$ cat src/rtl/irq_router_pkg.sv
package irq_router_pkg;
  localparam int unsigned IRQ_NUM_W = 4;

  typedef struct packed {
    logic                 dis;
    logic [IRQ_NUM_W-1:0] num;
  } route_t;

  localparam route_t ROUTE_RESET = '{dis: 1'b1, num: '0};

  function automatic logic [7:0] route_to_byte(input route_t r);
    return {r.dis, 3'b000, r.num};
  endfunction

  function automatic route_t byte_to_route(input logic [7:0] b);
    route_t r;
    r.dis = b[7];
    r.num = b[IRQ_NUM_W-1:0];
    return r;
  endfunction
endpackage

$ cat src/rtl/irq_route_regs.sv
module irq_route_regs
  import irq_router_pkg::*;
#(
  parameter int unsigned NUM_LINKS = 8,
  localparam int unsigned IDX_W = (NUM_LINKS > 1) ? $clog2(NUM_LINKS) : 1
) (
  input  logic                     clk,
  input  logic                     rst_n,
  input  logic                     wr_en,
  input  logic                     rd_en,
  input  logic [IDX_W-1:0]         idx,
  input  logic [7:0]               wdata,
  output logic [7:0]               rdata,
  output route_t [NUM_LINKS-1:0]   routes
);
  genvar g;
  generate
    for (g = 0; g < NUM_LINKS; g++) begin : g_reg
      always_ff @(posedge clk) begin
        if (!rst_n) begin
          routes[g] <= ROUTE_RESET;
        end else if (wr_en && (idx == IDX_W'(g))) begin
          routes[g] <= byte_to_route(wdata);
        end
      end
    end
  endgenerate

  always_ff @(posedge clk) begin
    if (!rst_n) begin
      rdata <= '0;
    end else if (rd_en) begin
      rdata <= (32'(idx) < NUM_LINKS) ? route_to_byte(routes[idx]) : 8'h00;
    end
  end
endmodule

$ cat src/rtl/irq_link_activity.sv
module irq_link_activity #(
  parameter int unsigned NUM_LINKS     = 8,
  parameter int unsigned REQS_PER_LINK = 4
) (
  input  logic [NUM_LINKS*REQS_PER_LINK-1:0] dev_req,
  output logic [NUM_LINKS-1:0]               link_active
);
  genvar g;
  generate
    for (g = 0; g < NUM_LINKS; g++) begin : g_or
      assign link_active[g] = |dev_req[g*REQS_PER_LINK +: REQS_PER_LINK];
    end
  endgenerate
endmodule

$ cat src/rtl/irq_line_fanout.sv
module irq_line_fanout
  import irq_router_pkg::*;
#(
  parameter int unsigned       NUM_LINKS   = 8,
  parameter int unsigned       NUM_IRQS    = 16,
  parameter logic [NUM_IRQS-1:0] PERMIT_MASK = 16'hDEF8
) (
  input  logic                   clk,
  input  logic                   rst_n,
  input  route_t [NUM_LINKS-1:0] routes,
  input  logic [NUM_LINKS-1:0]   link_active,
  output logic [NUM_IRQS-1:0]    irq_out
);
  logic [NUM_LINKS-1:0] link_live;
  logic [NUM_IRQS-1:0]  irq_next;

  genvar g;
  generate
    for (g = 0; g < NUM_LINKS; g++) begin : g_live
      assign link_live[g] = link_active[g] && !routes[g].dis &&
                            (32'(routes[g].num) < NUM_IRQS) &&
                            PERMIT_MASK[routes[g].num];
    end
  endgenerate

  always_comb begin
    irq_next = '0;
    for (int i = 0; i < NUM_IRQS; i++) begin
      for (int l = 0; l < NUM_LINKS; l++) begin
        if (link_live[l] && (32'(routes[l].num) == i)) irq_next[i] = 1'b1;
      end
    end
  end

  always_ff @(posedge clk) begin
    if (!rst_n) irq_out <= '0;
    else        irq_out <= irq_next;
  end
endmodule

$ cat src/rtl/irq_link_router.sv
module irq_link_router
  import irq_router_pkg::*;
#(
  parameter int unsigned         NUM_LINKS     = 8,
  parameter int unsigned         REQS_PER_LINK = 4,
  parameter int unsigned         NUM_IRQS      = 16,
  parameter logic [NUM_IRQS-1:0] PERMIT_MASK   = 16'hDEF8,
  localparam int unsigned        IDX_W         = (NUM_LINKS > 1) ? $clog2(NUM_LINKS) : 1,
  localparam int unsigned        REQ_W         = NUM_LINKS * REQS_PER_LINK
) (
  input  logic              clk,
  input  logic              rst_n,
  input  logic              cfg_wr_en,
  input  logic              cfg_rd_en,
  input  logic [IDX_W-1:0]  cfg_link,
  input  logic [7:0]        cfg_wdata,
  output logic [7:0]        cfg_rdata,
  input  logic [REQ_W-1:0]  dev_req,
  output logic [NUM_IRQS-1:0] irq_out
);
  route_t [NUM_LINKS-1:0] routes;
  logic   [NUM_LINKS-1:0] link_active;

  irq_route_regs #(.NUM_LINKS(NUM_LINKS)) u_regs (
    .clk    (clk),
    .rst_n  (rst_n),
    .wr_en  (cfg_wr_en),
    .rd_en  (cfg_rd_en),
    .idx    (cfg_link),
    .wdata  (cfg_wdata),
    .rdata  (cfg_rdata),
    .routes (routes)
  );

  irq_link_activity #(
    .NUM_LINKS     (NUM_LINKS),
    .REQS_PER_LINK (REQS_PER_LINK)
  ) u_act (
    .dev_req     (dev_req),
    .link_active (link_active)
  );

  irq_line_fanout #(
    .NUM_LINKS   (NUM_LINKS),
    .NUM_IRQS    (NUM_IRQS),
    .PERMIT_MASK (PERMIT_MASK)
  ) u_fan (
    .clk         (clk),
    .rst_n       (rst_n),
    .routes      (routes),
    .link_active (link_active),
    .irq_out     (irq_out)
  );
endmodule

$ cat config.mk
export PLATFORM = sky130hd
export DESIGN_NAME = irq_link_router
export DESIGN_NICKNAME = d
export VERILOG_FILES = /design/src/rtl/irq_router_pkg.sv /design/src/rtl/irq_route_regs.sv /design/src/rtl/irq_link_activity.sv /design/src/rtl/irq_line_fanout.sv /design/src/rtl/irq_link_router.sv
export SDC_FILE = /design/constraint.sdc
export NUM_CORES = 1
export LEC_CHECK = 0
export BUFFER_PORTS_ARGS = -buffer_cell sky130_fd_sc_hd__buf_2
export CAP_MARGIN = 15
export CORE_AREA = 4 4 94 96
export DETAILED_ROUTE_END_ITERATION = 16
export DIE_AREA = 0 0 98 100
export PLACE_DENSITY = 0.74
export SLEW_MARGIN = 15
export SYNTH_ARGS = -nofsm -noshare
export SYNTH_HDL_FRONTEND = slang
export SYNTH_SLANG_ARGS = --single-unit
$ cat constraint.sdc
create_clock -name clk -period 1.7 [get_ports clk]
set_input_delay 0.085 -clock clk [delete_from_list [all_inputs] [get_ports clk]]
set_output_delay 0.085 -clock clk [all_outputs]
set_load 0.03 [all_outputs]
After elaboration in Yosys (flattened, before gate mapping). Memories as Yosys holds them, arrays and structs flattened. A register that Yosys moved wholly into a read port is not among the register bits. Index checks and enable logic that the tools add are counted.

Reductions and logical operators: 177. Muxes and demuxes: 154. Order comparisons: 9. Equality and inequality tests: 127.

Operator list (number): $eq A4 B4 Y1 const B (64); $logic_and A1 B1 Y1 (152); $mux W1 (136); $eq A4 B3 Y1 const B (32); $eq A4 B2 Y1 const B (16); $mux W4 (16); $lt A4 B5 Y1 const B (8); $eq A4 B1 Y1 const B (8); $logic_not A4 Y1 (8); $reduce_or A4 Y1 (8); $bmux W5 S3 (1); $eq A3 B3 Y1 const B (4); $logic_not A1 Y1 (8); $eq A3 B2 Y1 const B (2); $mux W5 (1); $lt A3 B4 Y1 const B (1); $eq A3 B1 Y1 const B (1); $logic_not A3 Y1 (1).

Logic and storage cells: 493. Bits of input ports: 47. Memories kept: 8. Output and inout port bits: 24. Bits in read-only memories: 128. Register bits: 61.

Memory list: (name not given) (depth 16, bits a word 1, rd ports 1, clocked after memory_dff 1, write ports 0, line irq_line_fanout.sv:22) `PERMIT_MASK[routes[g].num];`; (name not given) (depth 16, bits a word 1, rd ports 1, clocked after memory_dff 1, write ports 0, line irq_line_fanout.sv:22); (name not given) (depth 16, bits a word 1, rd ports 1, clocked after memory_dff 1, write ports 0, line irq_line_fanout.sv:22); (name not given) (depth 16, bits a word 1, rd ports 1, clocked after memory_dff 1, write ports 0, line irq_line_fanout.sv:22); (name not given) (depth 16, bits a word 1, rd ports 1, clocked after memory_dff 1, write ports 0, line irq_line_fanout.sv:22); (name not given) (depth 16, bits a word 1, rd ports 1, clocked after memory_dff 1, write ports 0, line irq_line_fanout.sv:22); 2 more memories.

Longest topological paths before layout.
Word-level depth: 12. Mapped depth: 7. Mapped depth without buffers: 5.

By module. From an unflattened synthesis, not the netlist that was laid out.

Cells, all modules: 386. Area, all modules: 3643.5 um2.

By module, submodules not included: irq_route_regs (times used 1, area each 2178.3 um2, cells an instance 212, seq. area each 900.9 um2); irq_line_fanout (times used 1, area each 1405.1 um2, cells an instance 166, seq. area each 320.3 um2); irq_link_activity (times used 1, area each 60.1 um2, cells an instance 8, seq. area each 0.0 um2).

Worst setup path before layout. OpenSTA, ideal clock, no wires.

Kind: input to register. Start: in cfg_link[1]. End: reg with a tool-made name. Data required time: 1585 ps. Buffers on the path: 2. Data arrival time: 1487 ps. Library setup time: 115 ps. Stages on the path: 7. Slack: 99 ps. Path through: buf_4 > or4b_4 > buf_6 > nand3_1 > o21ai_2 > maj3_2 > o21a_1.

RTL lines: start: declaration (line irq_link_router.sv:15) `input logic [IDX_W-1:0] cfg_link,`.

Worst setup path in the final report.
Start: reg u_regs.routes[14] (netlist name). End: reg u_fan.irq_out[0].

Word-level cells in the longest chain between the ends: 10.

Ends and longest elaborated chain: $logic_not A1 Y1 (line irq_line_fanout.sv:20) `assign link_live[g] = link_active[g] && !routes[g].dis &&`; $logic_and A1 B1 Y1 (line irq_line_fanout.sv:20); $logic_and A1 B1 Y1 (line irq_line_fanout.sv:21) `(32'(routes[g].num) < NUM_IRQS) &&`; $logic_and A1 B1 Y1 (line irq_line_fanout.sv:30) `if (link_live[l] && (32'(routes[l].num) == i)) irq_next[i] = 1'b1;`; $mux W1 (6 in a row) (line irq_line_fanout.sv:30); end signal: assignment (line irq_line_fanout.sv:37) `else irq_out <= irq_next;`; end: declaration (line irq_line_fanout.sv:12) `output logic [NUM_IRQS-1:0] irq_out`.

No other way between the ends. A chain may end at the register's enable or synchronous reset.

==> results.toml <==
[logic_synthesis]
synth_area_um2 = 4014
synth_top_family_by_area = "simple AND/OR/NAND/NOR gates"
synth-simple-area-share_pct = 25.59
ys_types = 64
synth_most_common_cell = "dfxtp_1"
synthFlopType = "dfxtp_1"
yosysTopAreaCellShare_pct = 34.41
ys_seq_area_share_pct = 34.41
synth_mux_area_share_pct = 11.85
post-synth-top-area-cell = "dfxtp_1"
synth_common_cells = "69 x dfxtp_1, 36 x nand2_1, 31 x nor2_1"
avgSynthCellArea_um2 = 8.841
synth_fa_ha_area_share_pct = 1.527
async_reset_ff_share_pct = 0
synth_edf_count = 0
yosys_warnings = 0
synth-compound-area-share_pct = 21.10
syn_inst = 454
synth-seq-cells = 69
synth_xor_area_share_pct = 0.6546
synthTopCellsByArea = "dfxtp_1 34%, mux2i_1 6.2%, mux4_2 5.6%"

[setup_path]
worstReg2RegStart = "u_regs.routes[14]"
endpoint_kind = "flop"
rr_endpoint = "u_fan.irq_out[0]"
startpoint = "u_regs.routes[14]"
arrival_ns = 1.93
rrSetupSlack_ns = 0.04
startpoint_type = "flop"
cp_data_required_time_ns = 1.96
path_max_fanout = 3
worst-setup-path-type = "reg2reg"
r2r_cells = 6

[die]
start_util_pct = 49.85
fp.dieW_um = 98
io_pins = 71
dieArea_um2 = 9800
num_rows = 33
core-area_um2 = 8051
die_y_um = 100

[layout]
area_delta_synth_final_pct = 26.18
fin_nets = 609
final_util_pct = 62.91
drive_gt1_share_pct = 31.04
antenna_cells = 0

[clock_tree]
post_cts_buffers = 0
cts_buffers = 9
clk_path_buf_depth = 2
clk_pin_slew_ns = 0.09
postCtsHoldBufs = 0
clockRootBuffer = "clkbuf_8"
clkSinkCount = 69
cts_tree = "yes"
htree_levels = 3
insertion_delay_ns = 0.36

[sta]
finalSetupViolCount = 0
drv_slew = 0
tns_ns = 0
period_needed_ns = 1.664
fmax_mhz = 600.9
rsz0062_at_grt = "no"
finClkSkew_ns = 0.01622
slew-limit-headroom_pct = 63.96
hold_violations = 0
fin_hold_ws_ns = 0.02188
fin_ws_ns = 0.03581
tightest_slew_ns = 0.5399
fin_crit_sh_pct = 97.89

[worst_hold_path]
hold_class = "in2reg"
hold_end = "u_regs.rdata[1]"
hold_depth = 2
hp-start = "cfg_rd_en"

[detailed_routing]
wl_met3_mm = 1.139
wire_per_inst_um = 21.58
ant_nets = 0
wirelength_mm = 14.50
route.layer.met1.wl_mm = 5.736
top_layer = "met4"
drc = 0
via_per_inst = 6.482
via_count = 4356
route.met2.wl_mm = 6.811
first_iter_violations = 334
drt_first_pass_iters = 5

[placed_design]
hpwl_mm = 11.31
place_congestion = 1.014
portBuffers = 64
pre_cts_ws_ns = -0.08595

[global_routing]
grt_pass1_vias = 4217
antenna_found_initial = 0
grt_pass1_wl_mm = 22.34
overflow = 0
grtUsageTotal_pct = 29.64
grt_max_degree = 29

[status]
outcome = "completed"

[pwr]
power_density_nw_per_um2 = 701.8
ir_worst_vdd_uv = 469.9
p_leak_nw = 1.943

[run]
drv_cap = 0
[what timing repair did]
action,CTS,global route
pin swaps,0,1
setup endpoints to repair,4,12
gates resized for setup,4,10
cloned,0,0
[report_power, final]
part / total (mW) / internal, mW / leakage (nW) / switching [mW]
registers: 1.69 / 1.65 / 0.559 / 0.0432
clock network: 1.53 / 0.833 / 0.104 / 0.693
logic: 0.338 / 0.141 / 1.28 / 0.197
total: 3.55 / 2.62 / 1.94 / 0.933
[kinds of logic (layout without fill, tap and decap cells)]
kind of cell | Yosys count | count (layout)
simple gates | 178 | 178
compound gates | 121 | 121
flops | 69 | 69
buf+inv | 41 | 152
mux | 35 | 35
fa+ha+maj | 6 | 6
xor+xnor | 3 | 3
other cells | 1 | 3
[through the flow]
stage	std cells	area (µm²)	power [mW]
floorplan	456	4021	1.919
global placement	656	4788	2.049
detailed placement	656	4788	2.056
CTS	672	5021	3.559
global route	672	5065	3.652
finish	672	5065	3.555
[worst max-delay path, cell delays in order (launching register included)]
cell      delay, ns
dfxtp_1        0.32
nand2b_1       0.18
or4_4          0.45
buf_4          0.17
o32ai_1        0.10
a211oi_1       0.11
a31oi_1        0.25
[routing by layer]
layer	vias to the layer above	track usage, %
met5	-	0
met4	0	19.38
met3	67	5.351
met2	259	47.54
met1	2063	36.66
li1	1967	-
[final cells by class]
type / count / area [µm²]
fill: 707 / 2987
multi-input combinational: 346 / 2506
sequential: 69 / 1384
timing repair buffer: 127 / 793.3
clock buffer: 11 / 131.4
tap: 105 / 131.4
clock inverter: 5 / 85.08
inverter: 9 / 33.78
[how the worst max path moves through the flow]
stage | to | slack [ns] | cells past startpoint
6_report | u_fan.irq_out[0] | 0.04 | 6
5_1_grt | u_fan.irq_out[8] | 0.01 | 5
2_1_floorplan | flop | 0.1 | 7
4_1_cts | u_fan.irq_out[14] | 0.008 | 6
3_5_place_dp | u_fan.irq_out[12] | -0.09 | 7
3_3_place_gp | u_fan.irq_out[12] | -0.09 | 7
[layout by cell type (no fill, tap or decap), types with 8 or more instances in the layout]
master / count
buf_2: 64
mux4_2: 10
o22ai_1: 16
buf_4: 63
nand4b_1: 13
a221oi_1: 10
nor2b_1: 13
nand2_1: 36
a21oi_1: 13
mux2i_1: 25
dfxtp_1: 67
clkbuf_8: 9
nand3_1: 24
o21ai_0: 28
nor2_1: 31
inv_1: 8
nand2b_1: 12
(Power assumes the default switching activity.)
